[src/rtl/mtrap_pkg.sv]
// Package: shared constants and types for the machine-mode interrupt trap
// controller. It fixes the interrupt bit positions, the status-bit layout
// and the priority order of the sources.
package mtrap_pkg;

    // Interrupt bit positions in the enable/pending registers (also the cause codes)
    localparam int IRQ_SW_POS  = 3;
    localparam int IRQ_TMR_POS = 7;
    localparam int IRQ_EXT_POS = 11;
    localparam int NUM_SRC     = 3;
    localparam int CODE_W      = 5;

    // Status register fields
    localparam int          ST_MIE_POS  = 3;
    localparam int          ST_MPIE_POS = 7;
    localparam int          ST_MPP_LO   = 11;
    localparam logic [1:0]  PRIV_MACH   = 2'b11;

    // Bit position of the source at a given priority rank (rank 0 = highest)
    function automatic int src_pos(input int rank);
        case (rank)
            0:       return IRQ_EXT_POS;
            1:       return IRQ_SW_POS;
            default: return IRQ_TMR_POS;
        endcase
    endfunction

    // Hardware event applied to the trap state in a given cycle
    typedef enum logic [1:0] {
        EV_NONE = 2'd0,
        EV_TRAP = 2'd1,
        EV_MRET = 2'd2
    } trap_ev_e;

endpackage

[src/rtl/mtrap_pending.sv]
// Module: interrupt pending register.
// The timer and external bits copy their request lines every cycle and ignore
// software writes. The software bit is set by its request line and is
// otherwise writable. All other bits read as zero.
// Assumes: the request lines are synchronous to clk.
module mtrap_pending
    import mtrap_pkg::*;
#(
    parameter int XLEN = 32
) (
    input  logic            clk,
    input  logic            rst_n,
    input  logic [NUM_SRC-1:0] line_i,   // indexed by priority rank
    input  logic            wr_i,
    input  logic            wbit_sw_i,
    output logic [XLEN-1:0] ip_o
);

    logic [NUM_SRC-1:0] bits_q;

    for (genvar r = 0; r < NUM_SRC; r++) begin : g_src
        localparam int POS = src_pos(r);
        if (POS == IRQ_SW_POS) begin : g_sw
            // Software-writable bit, forced high while its line is raised
            always_ff @(posedge clk) begin
                if (!rst_n)
                    bits_q[r] <= 1'b0;
                else if (line_i[r])
                    bits_q[r] <= 1'b1;
                else if (wr_i)
                    bits_q[r] <= wbit_sw_i;
            end
        end else begin : g_hw
            // Read-only bit that follows its request line
            always_ff @(posedge clk) begin
                if (!rst_n)
                    bits_q[r] <= 1'b0;
                else
                    bits_q[r] <= line_i[r];
            end
        end
    end

    // Place the per-source bits at their architectural positions
    always_comb begin
        ip_o = '0;
        for (int r = 0; r < NUM_SRC; r++)
            ip_o[src_pos(r)] = bits_q[r];
    end

endmodule

[src/rtl/mtrap_arbiter.sv]
// Module: interrupt take decision and priority selection.
// Purely combinational. It works on registered enable/pending/status values,
// so the decision path is one AND-OR level plus a priority mux.
// Assumes: mret_i is a single-cycle retire strobe; MRET wins over any take.
module mtrap_arbiter
    import mtrap_pkg::*;
#(
    parameter int XLEN = 32
) (
    input  logic [XLEN-1:0]   ie_i,
    input  logic [XLEN-1:0]   ip_i,
    input  logic              mie_i,
    input  logic              mret_i,
    output logic              take_o,
    output logic [CODE_W-1:0] code_o,
    output trap_ev_e          ev_o
);

    logic [NUM_SRC-1:0] hit;

    for (genvar r = 0; r < NUM_SRC; r++) begin : g_hit
        localparam int POS = src_pos(r);
        assign hit[r] = ie_i[POS] & ip_i[POS];
    end

    // Pick the code of the highest-ranked hit (rank 0 first)
    always_comb begin
        code_o = '0;
        for (int r = NUM_SRC - 1; r >= 0; r--)
            if (hit[r]) code_o = CODE_W'(src_pos(r));
    end

    // An interrupt is taken only with global enable set and no MRET this cycle
    assign take_o = mie_i & (|hit) & ~mret_i;

    // Encode the hardware event for the state registers
    always_comb begin
        if (mret_i)      ev_o = EV_MRET;
        else if (take_o) ev_o = EV_TRAP;
        else             ev_o = EV_NONE;
    end

endmodule

[src/rtl/mtrap_csr_file.sv]
// Module: trap-state registers (status, enable, vector, exception PC, cause).
// It applies masked software writes and the hardware updates on trap entry
// and MRET. A hardware update wins over a same-cycle software write.
// Assumes: at most one write strobe per cycle; ev_i is EV_NONE/EV_TRAP/EV_MRET.
module mtrap_csr_file
    import mtrap_pkg::*;
#(
    parameter int XLEN = 32
) (
    input  logic              clk,
    input  logic              rst_n,
    input  trap_ev_e          ev_i,
    input  logic [CODE_W-1:0] code_i,
    input  logic [XLEN-1:0]   pc_i,
    input  logic              wr_status_i,
    input  logic              wr_ie_i,
    input  logic              wr_tvec_i,
    input  logic              wr_epc_i,
    input  logic              wr_cause_i,
    input  logic [XLEN-1:0]   wr_data_i,
    output logic [XLEN-1:0]   status_o,
    output logic [XLEN-1:0]   ie_o,
    output logic [XLEN-1:0]   tvec_o,
    output logic [XLEN-1:0]   epc_o,
    output logic [XLEN-1:0]   cause_o
);

    localparam logic [XLEN-1:0] ONE      = XLEN'(1);
    localparam logic [XLEN-1:0] IE_MASK  = (ONE << IRQ_SW_POS) | (ONE << IRQ_TMR_POS)
                                         | (ONE << IRQ_EXT_POS);
    localparam logic [XLEN-1:0] ST_MASK  = (ONE << ST_MIE_POS) | (ONE << ST_MPIE_POS)
                                         | (ONE << ST_MPP_LO) | (ONE << (ST_MPP_LO + 1));
    localparam logic [XLEN-1:0] VEC_MASK = ~XLEN'(3);
    localparam logic [XLEN-1:0] INT_FLAG = ONE << (XLEN - 1);

    logic [XLEN-1:0] status_q, status_d;
    logic [XLEN-1:0] ie_q, tvec_q, epc_q, epc_d, cause_q, cause_d;

    // Next status: hardware stacking first, then masked software write
    always_comb begin
        status_d = status_q;
        unique case (ev_i)
            EV_TRAP: begin
                status_d[ST_MPIE_POS]       = status_q[ST_MIE_POS];
                status_d[ST_MIE_POS]        = 1'b0;
                status_d[ST_MPP_LO +: 2]    = PRIV_MACH;
            end
            EV_MRET: begin
                status_d[ST_MIE_POS]        = status_q[ST_MPIE_POS];
                status_d[ST_MPIE_POS]       = 1'b1;
                status_d[ST_MPP_LO +: 2]    = PRIV_MACH;
            end
            default: begin
                if (wr_status_i) status_d = wr_data_i & ST_MASK;
            end
        endcase
    end

    // Next exception PC and cause: trap entry overrides software writes
    always_comb begin
        epc_d   = epc_q;
        cause_d = cause_q;
        if (ev_i == EV_TRAP) begin
            epc_d   = pc_i;
            cause_d = INT_FLAG | XLEN'(code_i);
        end else if (ev_i == EV_NONE) begin
            if (wr_epc_i)   epc_d   = wr_data_i;
            if (wr_cause_i) cause_d = wr_data_i;
        end
    end

    // State registers with synchronous active-low reset
    always_ff @(posedge clk) begin
        if (!rst_n) begin
            status_q <= '0;
            ie_q     <= '0;
            tvec_q   <= '0;
            epc_q    <= '0;
            cause_q  <= '0;
        end else begin
            status_q <= status_d;
            epc_q    <= epc_d;
            cause_q  <= cause_d;
            if (wr_ie_i)   ie_q   <= wr_data_i & IE_MASK;
            if (wr_tvec_i) tvec_q <= wr_data_i & VEC_MASK;
        end
    end

    assign status_o = status_q;
    assign ie_o     = ie_q;
    assign tvec_o   = tvec_q;
    assign epc_o    = epc_q;
    assign cause_o  = cause_q;

endmodule

[src/rtl/mtrap_redirect.sv]
// Module: registered redirect pulse and target.
// The target is the trap vector on interrupt entry and the saved exception PC
// on MRET. Both use the register values of the deciding cycle.
// Assumes: ev_i is never EV_TRAP and EV_MRET at once (guaranteed by the arbiter).
module mtrap_redirect
    import mtrap_pkg::*;
#(
    parameter int XLEN = 32
) (
    input  logic            clk,
    input  logic            rst_n,
    input  trap_ev_e        ev_i,
    input  logic [XLEN-1:0] tvec_i,
    input  logic [XLEN-1:0] epc_i,
    output logic            vld_o,
    output logic [XLEN-1:0] pc_o
);

    // One-cycle redirect register
    always_ff @(posedge clk) begin
        if (!rst_n) begin
            vld_o <= 1'b0;
            pc_o  <= '0;
        end else begin
            vld_o <= (ev_i != EV_NONE);
            if (ev_i == EV_MRET)      pc_o <= epc_i;
            else if (ev_i == EV_TRAP) pc_o <= tvec_i;
        end
    end

endmodule

[src/rtl/mtrap_irq_ctrl.sv]
// Module: top of the machine-mode interrupt trap controller.
// It joins the pending register, the take arbiter, the trap-state registers
// and the redirect register. The decision uses registered state only, so a
// redirect appears one cycle after the deciding cycle.
// Assumes: machine mode only, direct trap vector, no delegation.
module mtrap_irq_ctrl
    import mtrap_pkg::*;
#(
    parameter int XLEN = 32
) (
    input  logic            clk,
    input  logic            rst_n,
    input  logic            irq_sw_i,
    input  logic            irq_tmr_i,
    input  logic            irq_ext_i,
    input  logic [XLEN-1:0] pc_i,
    input  logic            mret_i,
    input  logic            wr_status_i,
    input  logic            wr_ie_i,
    input  logic            wr_ip_i,
    input  logic            wr_tvec_i,
    input  logic            wr_epc_i,
    input  logic            wr_cause_i,
    input  logic [XLEN-1:0] wr_data_i,
    output logic            redir_vld_o,
    output logic [XLEN-1:0] redir_pc_o,
    output logic [XLEN-1:0] status_o,
    output logic [XLEN-1:0] ie_o,
    output logic [XLEN-1:0] ip_o,
    output logic [XLEN-1:0] tvec_o,
    output logic [XLEN-1:0] epc_o,
    output logic [XLEN-1:0] cause_o
);

    logic [NUM_SRC-1:0] lines_w;
    logic               take_w;
    logic [CODE_W-1:0]  code_w;
    trap_ev_e           ev_w;

    // Request lines ordered by priority rank (external, software, timer)
    assign lines_w = {irq_tmr_i, irq_sw_i, irq_ext_i};

    mtrap_pending #(.XLEN(XLEN)) u_pend (
        .clk       (clk),
        .rst_n     (rst_n),
        .line_i    (lines_w),
        .wr_i      (wr_ip_i),
        .wbit_sw_i (wr_data_i[IRQ_SW_POS]),
        .ip_o      (ip_o)
    );

    mtrap_arbiter #(.XLEN(XLEN)) u_arb (
        .ie_i   (ie_o),
        .ip_i   (ip_o),
        .mie_i  (status_o[ST_MIE_POS]),
        .mret_i (mret_i),
        .take_o (take_w),
        .code_o (code_w),
        .ev_o   (ev_w)
    );

    mtrap_csr_file #(.XLEN(XLEN)) u_csr (
        .clk         (clk),
        .rst_n       (rst_n),
        .ev_i        (ev_w),
        .code_i      (code_w),
        .pc_i        (pc_i),
        .wr_status_i (wr_status_i),
        .wr_ie_i     (wr_ie_i),
        .wr_tvec_i   (wr_tvec_i),
        .wr_epc_i    (wr_epc_i),
        .wr_cause_i  (wr_cause_i),
        .wr_data_i   (wr_data_i),
        .status_o    (status_o),
        .ie_o        (ie_o),
        .tvec_o      (tvec_o),
        .epc_o       (epc_o),
        .cause_o     (cause_o)
    );

    mtrap_redirect #(.XLEN(XLEN)) u_redir (
        .clk    (clk),
        .rst_n  (rst_n),
        .ev_i   (ev_w),
        .tvec_i (tvec_o),
        .epc_i  (epc_o),
        .vld_o  (redir_vld_o),
        .pc_o   (redir_pc_o)
    );

endmodule

[config.mk]
export PLATFORM = sky130hd
export DESIGN_NAME = mtrap_irq_ctrl
export DESIGN_NICKNAME = d
export VERILOG_FILES = /design/src/rtl/mtrap_pkg.sv /design/src/rtl/mtrap_pending.sv /design/src/rtl/mtrap_arbiter.sv /design/src/rtl/mtrap_csr_file.sv /design/src/rtl/mtrap_redirect.sv /design/src/rtl/mtrap_irq_ctrl.sv
export SDC_FILE = /design/constraint.sdc
export NUM_CORES = 1
export LEC_CHECK = 0
export BUFFER_PORTS_ARGS = -buffer_cell sky130_fd_sc_hd__buf_2
export CAP_MARGIN = 40
export CORE_AREA = 2 2 116 118
export CTS_CLUSTER_DIAMETER = 60
export DETAILED_ROUTE_END_ITERATION = 7
export DIE_AREA = 0 0 118 120
export HOLD_SLACK_MARGIN = 0.1
export PLACE_DENSITY = 0.83
export SLEW_MARGIN = 20
export SYNTH_ARGS = -nofsm -noshare
export SYNTH_HDL_FRONTEND = slang
export SYNTH_SLANG_ARGS = --single-unit
[constraint.sdc]
create_clock -name clk -period 3.6 [get_ports clk]
set_input_delay 0.72 -clock clk [delete_from_list [all_inputs] [get_ports clk]]
set_output_delay 0.72 -clock clk [all_outputs]
set_load 0.02 [all_outputs]
* Word level (Yosys, flattened, before mapping) *
Index checks and enable logic that the tools add are counted.

storage, ports and cells
  flip-flop bits (word level) = 137
  bits of input ports = 76
  output and inout bits = 225

operators by class
  eq/ne operators = 2
  muxes and demuxes = 19
  bitwise gates (word level) = 7
  reductions and logical operators = 15

operators with widths
  operator                                        count
  two-way mux 32 bit                              8
  nonzero test 2 bit                              7
  two-way mux 13 bit                              1
  two-way mux 3 bit                               2
  AND reduction 2 bit                             3
  bitwise AND 1 bit                               5
  two-way mux 2 bit                               2
  two-way mux 4 bit                               1
  one-hot mux 1 bit (2 select lines)              2
  OR reduction 2 bit                              2
  two-way mux 1 bit                               3
  nonzero test 3 bit                              1
  OR reduction 3 bit                              1
  == test 2 x 1 -> 1 bit (second input constant)  1
  == test 2 bit (second input constant)           1
  logical NOT 2 bit                               1
  inverter 1 bit                                  2

* Longest topological paths before layout *
Gate-level depths: netlist (run 1).

  depth in word-level cells = 9
  gate-level depth with buffers = 7
  depth with buffers taken out = 4

* Cells and area by module *
Synthesis (run 1) repeated with hierarchy kept, for this count alone.

unflattened totals
  cell total of the unflattened synthesis = 687
  area, all modules = 6507.5 um^2

by module, submodules not included
  module          times used  cells an instance  area each (um^2)  sequential area each (um^2)
  mtrap_csr_file  1           490                4662.0            2021.9
  mtrap_redirect  1           148                1455.1            660.6
  mtrap_pending   1           37                 312.8             60.1
  mtrap_arbiter   1           12                 77.6              0.0

* Worst setup path after synthesis (run 1) *
Ideal clock, no wire load.

  kind = in2reg
  start point = in mret_i
  end point = reg u_redir.pc_o[10]
  setup time = 0.116 ns
  data arrival time = 1.818 ns
  required time = 3.484 ns
  slack = 1.666 ns
  cell stages on the path = 7
  path buffers = 4
  path through = buf_2 -> nand2b_1 -> or2_1 -> buf_4 -> buf_6 -> buf_6 -> o211a_1

on the way
  longest elaborated chain between the ends = 6
  elaborated cells on any way between the ends = 8
  classes of those cells = eq/ne: 2; mux: 3; bitwise: 2; reduce/logical: 1

ends and longest elaborated chain
  element                                                   line                                        text
  start: declaration                                        mtrap_irq_ctrl.sv:17                        input logic mret_i,
  inverter 1 bit                                            mtrap_arbiter.sv:34                         assign take_o = mie_i & (|hit) & ~mret_i;
  bitwise AND 1 bit                                         mtrap_arbiter.sv:34
  two-way mux 1 bit                                         mtrap_arbiter.sv:39                         else if (take_o) ev_o = EV_TRAP;
  two-way mux 2 bit *                                       mtrap_arbiter.sv:38                         if (mret_i) ev_o = EV_MRET;
  == test 2 bit or == test 2 x 1 -> 1 bit (tied branches)   mtrap_redirect.sv:26, mtrap_redirect.sv:27
  two-way mux 32 bit or nonzero test 2 bit (tied branches)  -
  end signal: assignment                                    mtrap_redirect.sv:26                        if (ev_i == EV_MRET) pc_o <= epc_i;
  end signal: assignment                                    mtrap_redirect.sv:27                        else if (ev_i == EV_TRAP) pc_o <= tvec_i;
  end: declaration                                          mtrap_redirect.sv:16                        output logic [XLEN-1:0] pc_o

Mark *: on every way between the ends. The rest lies on a longest branch, timed or not.
A chain may end at the register's enable or synchronous reset.

* Final worst setup path (run 1) *
  start point = reg u_csr.ie_q[3], in the netlist u_csr.ie_o[3]
  end point = reg u_redir.pc_o[25]

on the way
  longest elaborated chain between the ends = 8
  elaborated cells on any way between the ends = 10
  classes of those cells = eq/ne: 2; mux: 3; bitwise: 3; reduce/logical: 2

ends and longest elaborated chain
  element                                                   line                                        text
  start: declaration                                        mtrap_csr_file.sv:37                        logic [XLEN-1:0] ie_q, tvec_q, epc_q, epc_d, cause_q, cause_d;
  start signal: assignment                                  mtrap_csr_file.sv:84                        if (wr_ie_i) ie_q <= wr_data_i & IE_MASK;
  bitwise AND 1 bit *                                       mtrap_arbiter.sv:23                         assign hit[r] = ie_i[POS] & ip_i[POS];
  OR reduction 3 bit *                                      mtrap_arbiter.sv:34
  bitwise AND 1 bit * (2 in a row)                          mtrap_arbiter.sv:34
  two-way mux 1 bit *                                       mtrap_arbiter.sv:39
  two-way mux 2 bit *                                       mtrap_arbiter.sv:38
  == test 2 bit or == test 2 x 1 -> 1 bit (tied branches)   mtrap_redirect.sv:26, mtrap_redirect.sv:27
  two-way mux 32 bit or nonzero test 2 bit (tied branches)  -

Marked as above.

==> impl_metrics.csv, run 1 <==
group,metric,value,unit
outcome,status,"complete, no violations",
die,initial_utilization,0.489,
global_routing,grt_max_degree,65,
drt,totalWireLength,15.6,mm
hold_path,holdPathStages,2,
logic_synthesis,syn-cell-area,6350,um2
run,maxCapViolCount,0,
finish,layout-drive-gt1-share,0.308,
placed_design,port_buffers,212,
worst_setup_path,cp_data_required_time,3.92,ns
timing,period_share,0.607,
drt,wl_met1,6.55,mm
die,die_w,118,um
worst_setup_path,start_kind,"flop",
drt,drt_iter0_drc,292,
timing,report.final.slew_viol_count,0,
worst_setup_path,crit_cells,5,
global_routing,track_usage,0.215,
power_and_ir_drop,switchingPower,1.06,mW
clocking,clk_pin_slew_worst_paths,0.06,ns
finish,fin_nets,893,
drt,detail-route-antenna-nets,0,
die,core_area,13000,um2
power_and_ir_drop,p_leak,4.83,nW
placed_design,dpl.hpwl,10.9,mm
timing,finalSetupViolCount,0,
hold_path,hold_path.class,"reg -> reg",
power_and_ir_drop,clkPwrFrac,0.434,
finish,fin_util,0.595,
timing,finalCriticalPeriod,2.18,ns
worst_setup_path,crit_type,"reg -> reg",
die,io_pins,301,
power_and_ir_drop,power,3.96,mW
timing,finalSetupTns,0,ns
global_routing,grt_pass1_vias,4442,
finish,diodes,0,
drt,met3_length,1.13,mm
logic_synthesis,synth_common_cells,"137 x dfxtp_1, 124 x mux2i_1, 90 x buf_4",
clocking,insertion_delay,0.42,ns
timing,worstMarginPinSlew,0.773,ns
global_routing,antenna_found_initial,0,
power_and_ir_drop,seq_power_share,0.417,
power_and_ir_drop,power_density,513,nW/um2
power_and_ir_drop,pwr-share-comb,0.149,
clocking,cts-htree-levels,4,
finish,syn2layout_area_growth,21.7,%
worst_setup_path,cp_top_family,"compound AO/OA/AOI/OAI gates",
worst_setup_path,crit_chain,"a222oi_1, or2_4, buf_4, nand2_1, o211a_1",
clocking,cts.sinks,137,
logic_synthesis,ys_seq_elements,137,
drt,vias_per_cell,4.86,
finish,fin_area,7720,um2
clocking,ctsResizeCount,0,
logic_synthesis,yosys.area.top_type,"dfxtp_1",
logic_synthesis,syn_inst,622,
power_and_ir_drop,peakVddDrop,0.000363,V
logic_synthesis,ys_warn_count,0,
finish,nFillCells,1151,
worst_setup_path,crit_buf_inv,1,
worst_setup_path,max_stage_delay,0.53,ns
clocking,hold_buffers,0,
global_routing,grt-ovfl-total,0,
timing,skew,0.0155,ns
drt,firstDrtPassIters,5,
timing,fmax,458,MHz
die,num_rows,42,
clocking,cts_tree,"done",
drt,met2_length,7.76,mm
timing,hold_slack,0.454,ns
drt,dr_total_vias,4870,
timing,rsz0062_at_grt,"no",
logic_synthesis,async_flop_share,0,
clocking,post-cts-setup-buffers,0,
timing,max_slew_margin,0.485,
logic_synthesis,synth.area.top_cells,"dfxtp_1 43%, mux2i_1 20%, buf_4 11%",
logic_synthesis,synth_edf_count,0,
power_and_ir_drop,intPower,2.90,mW
placed_design,place_area,7150,um2
placed_design,place_congestion,0.794,
drt,top_layer,"met4",
drt,drc,0,
clocking,clockBufferDepth,2,
global_routing,grt_pass1_wl,23.7,mm
worst_setup_path,cp.arrival,2.50,ns
die,dieArea,14200,um2
worst_setup_path,setup.worst_path.end_class,"flop",
power_and_ir_drop,swShare,0.268,
clocking,cts_buffers,17,
clocking,root_buffer,"clkbuf_16",
logic_synthesis,yosysMostFrequentCell,"dfxtp_1",
timing,finalHoldViolations,0,
logic_synthesis,ys.flop_type,"dfxtp_1",
worst_setup_path,path_max_fanout,55,
logic_synthesis,seq_area_frac_synth,0.432,
logic_synthesis,synth_top_area_share,0.432,
worst_setup_path,crit_slowest_cell,"a222oi_1",
logic_synthesis,avgSynthCellArea,10.2,um2
drt,routedWlPerCell,15.5,um
die,fp.dieH,120,um
logic_synthesis,synth_cell_types,30,
worst_setup_path,reg2reg_depth,5,
power groups by stage:
stage	combinational [mW]	clock (mW)	sequential, mW
2_1_floorplan	0.378	0	1.78
3_3_place_gp	0.581	0	1.68
3_5_place_dp	0.589	0	1.69
4_1_cts	0.592	1.75	1.65
5_1_grt	0.634	1.83	1.66
6_report	0.591	1.72	1.65
tightest hold or removal path, cell delays in order (launching register included):
cell	delay, ns
dfxtp_1	0.31
nand2_1	0.05
o21ai_0	0.05
state kept, by name, indices dropped and copies added, names as in the netlist:
name / count
u_redir.vld_o: 1
u_csr.ie_o: 3
u_csr.epc_o: 32
u_csr.status_o: 4
u_redir.pc_o: 32
u_csr.cause_o: 32
u_csr.tvec_o: 30
u_pend.ip_o: 3
per-layer routing:
metal | track usage | vias to the layer above
li1 | - | 2358
met1 | 0.251 | 2295
met2 | 0.368 | 205
met3 | 0.0779 | 12
met4 | 0.0693 | 0
met5 | 0 | -
cells in the final DEF (no fill, tap or decap), drive strengths merged:
master,n
a21boi,3
clkbuf,21
or2,1
mux2i,124
a222oi,1
nor2,27
dfxtp,137
o211ai,1
nand4,1
a21oi,1
o21ai,3
mux2,1
a22oi,4
nor2b,36
nand2b,2
o211a,63
conb,88
nand2,66
o21a,2
a221oi,1
nand3,4
o221a,3
buf,222
clkinv,3
clkinvlp,2
bufinv,3
o22ai,2
and2,2
inv,3
stage by stage:
step / worst slack [ns] / instances
global placement: 1.13 / 973
floorplan: 1.67 / 709
finish: 1.42 / 1003
CTS: 1.39 / 1003
detailed placement: 1.08 / 974
global route: 1.28 / 1003
final timing paths:
| kind | to | slack, ns | from |
|---|---|---|---|
| worst max-delay path | u_redir.pc_o[25]$_SDFFE_PN0P_ | 1.42 | u_csr.ie_o[3]$_SDFFE_PN0P_ |
| worst min-delay path | u_csr.cause_o[4]$_SDFFE_PN0P_ | 0.45 | u_csr.cause_o[4]$_SDFFE_PN0P_ |
| worst max register to register | u_redir.pc_o[25]$_SDFFE_PN0P_ | 1.42 | u_csr.ie_o[3]$_SDFFE_PN0P_ |
| worst min register to register | u_csr.cause_o[4]$_SDFFE_PN0P_ | 0.45 | u_csr.cause_o[4]$_SDFFE_PN0P_ |
final cells by class:
type	count	area, um2	share of cell area
Tap cell	176	220	0.0285
Sequential cell	137	2740	0.355
Inverter	3	11.3	0.00146
Timing Repair Buffer	222	1160	0.151
Clock inverter	8	124	0.0160
Multi-Input combinational cell	436	3010	0.390
Clock buffer	21	450	0.0583
kinds of logic after synthesis:
family	share of synthesized area
buf+inv	0.146
simple gates	0.0999
other cells	0.000591
flops	0.432
compound gates	0.125
mux	0.197
Note: power is estimated with default switching activity, not from simulation.
==> run 2, diff against run 1 <==
--- a/config.mk
+++ b/config.mk
@@ -7,12 +7,11 @@
 export LEC_CHECK = 0
 export BUFFER_PORTS_ARGS = -buffer_cell sky130_fd_sc_hd__buf_2
 export CAP_MARGIN = 40
-export CORE_AREA = 2 2 116 118
+export CORE_UTILIZATION = 42
 export CTS_CLUSTER_DIAMETER = 60
 export DETAILED_ROUTE_END_ITERATION = 7
-export DIE_AREA = 0 0 118 120
 export HOLD_SLACK_MARGIN = 0.1
-export PLACE_DENSITY = 0.83
+export PLACE_DENSITY = 0.75
 export SLEW_MARGIN = 20
 export SYNTH_ARGS = -nofsm -noshare
 export SYNTH_HDL_FRONTEND = slang
==> constraint.sdc (replaced) <==
create_clock -name clk -period 1.9 [get_ports clk]
set_input_delay 0.38 -clock clk [delete_from_list [all_inputs] [get_ports clk]]
set_output_delay 0.38 -clock clk [all_outputs]
set_load 0.02 [all_outputs]
==> run 2 against run 1 <==
  * Worst setup slack got worse by 1.2 ns
  * The run now ends with design-rule violations left
  * Clock skew fell by 0.0070 ns
  * Cell area rose by 2.4%
  * Combinational power up 91%
  * Routed wire length down 0.51%
  * Sequential cell count unchanged
  * Register-to-register slack got worse by 1.2 ns
  * Critical path depth grew 1
  * Core utilization decreased by 5.5 points
  * Global-route usage is 1.7 points lower
==> impl_metrics.csv, run 2 (synthesis results as in run 1) <==
group,metric,value,unit
worst_setup_path,cp.arrival,2.02,ns
drt,routedWlPerCell,15.2,um
clocking,insertion_delay,0.42,ns
global_routing,grt-ovfl-total,0,
clocking,cts_buffers,17,
run,maxCapViolCount,0,
timing,hold_slack,0.168,ns
timing,finalSetupViolCount,0,
clocking,post-cts-setup-buffers,0,
global_routing,grt_use_met1,0.234,
finish,nFillCells,1350,
global_routing,track_usage,0.198,
clocking,clockBufferDepth,2,
die,initial_utilization,0.434,
drt,detail-route-antenna-nets,0,
clocking,hold_buffers,0,
drt,vias_per_cell,4.76,
global_routing,grt_max_degree,66,
timing,finalSetupTns,0,ns
drt,drt_iter0_drc,274,
clocking,clk_pin_slew_worst_paths,0.06,ns
timing,finalHoldViolations,0,
die,fp.dieH,125,um
finish,fin_area,7910,um2
die,dieArea,15600,um2
drt,drc,47,
hold_path,hold_path.class,"in -> reg",
drt,firstDrtPassIters,7,
global_routing,antenna_found_initial,0,
placed_design,post-place-ws,0.213,ns
global_routing,grt_use_met3,0.0616,
global_routing,met2_usage,0.341,
drt,totalWireLength,15.5,mm
global_routing,grt_pass1_wl,24.3,mm
hold_path,hold_start,"irq_tmr_i",
power_and_ir_drop,power,7.84,mW
timing,rsz0062_at_grt,"no",
die,die_w,125,um
global_routing,busiest_layer,"met2",
global_routing,grt_pass1_vias,4606,
placed_design,dpl.hpwl,10.9,mm
hold_path,holdPathStages,2,
clocking,cts_tree,"done",
timing,period_share,0.905,
placed_design,port_buffers,212,
timing,skew,0.00851,ns
worst_setup_path,crit_type,"reg -> reg",
die,io_pins,301,
finish,syn2layout_area_growth,24.6,%
finish,ff_latch_area,2740,um2
worst_setup_path,r2r_start,"u_csr.ie_o[3]$_SDFFE_PN0P_",
worst_setup_path,start_kind,"flop",
worst_setup_path,path_max_fanout,44,
placed_design,place_area,7260,um2
outcome,status,"finished, violations left",
clocking,root_buffer,"clkbuf_16",
timing,final.setup.worst_slack,0.181,ns
timing,fmax,582,MHz
worst_setup_path,cp_data_required_time,2.20,ns
timing,report.final.slew_viol_count,0,
finish,fin_nets,900,
power_and_ir_drop,p_leak,4.93,nW
finish,multi_input_area,3010,um2
outcome,violations,"design-rule violations",
finish,layout_common_cells,"211 x buf_2, 137 x dfxtp_1, 124 x mux2i_1, 88 x conb_1, 65 x nand2_1",
power_and_ir_drop,peakVddDrop,0.000553,V
placed_design,place_congestion,0.752,
finish,mostFrequentLayoutCell,"buf_2",
die,num_rows,44,
clocking,cts.sinks,137,
clocking,ctsResizeCount,0,
die,core_area,14600,um2
drt,dr_total_vias,4860,
timing,finalCriticalPeriod,1.72,ns
worst_setup_path,reg2reg_depth,6,
finish,layout-drive-gt1-share,0.319,
clocking,cts-htree-levels,4,
worst_setup_path,setup.worst_path.end_class,"flop",
worst_setup_path,cp-startpoint,"u_csr.ie_o[3]$_SDFFE_PN0P_",
finish,diodes,0,
power_and_ir_drop,power_density,991,nW/um2
-- run 2: worst paths after layout --
path                                   endpoint  slack, ns
setup / recovery   u_csr.epc_o[14]$_SDFFE_PN0P_       0.18
hold / removal        u_pend.ip_o[7]$_SDFF_PN0_       0.17
setup reg to reg   u_csr.epc_o[14]$_SDFFE_PN0P_       0.18
hold reg to reg   u_csr.cause_o[4]$_SDFFE_PN0P_       0.46
-- run 2: critical path, stage by stage (launching register included) --
cell      delay [ns]
dfxtp_1         0.34
a222oi_1        0.36
buf_4           0.18
or2_4           0.24
buf_12          0.24
nand2_1         0.09
o211a_1         0.13
-- run 2: layout make-up --
| cell class | count | area share |
|---|---|---|
| inverters | 3 | 0.00142 |
| multi-input cells | 436 | 0.381 |
| flip-flops and latches | 137 | 0.347 |
| well taps | 184 | 0.0291 |
| clock inverters | 10 | 0.0207 |
| clock buffers | 22 | 0.0612 |
| repair buffers | 229 | 0.160 |
-- run 2: layer usage --
metal / vias to the layer above / wire [um]
li1: 2373 / -
met1: 2278 / 6620
met2: 191 / 7570
met3: 18 / 1090
met4: 0 / 222
met5: - / 0
-- run 2: power breakdown --
group          leakage (nW)  internal, mW  switching [mW]  total, mW
sequential             1.12          3.03           0.104       3.13
combinational          3.49         0.414           0.720       1.13
clock                 0.317          2.34            1.23       3.58
-- run 2: metrics by stage --
step                cells  utilization
detailed placement    989        0.496
global placement      989        0.496
floorplan             709            -
global route         1021        0.540
finish               1021        0.540
CTS                  1021        0.540
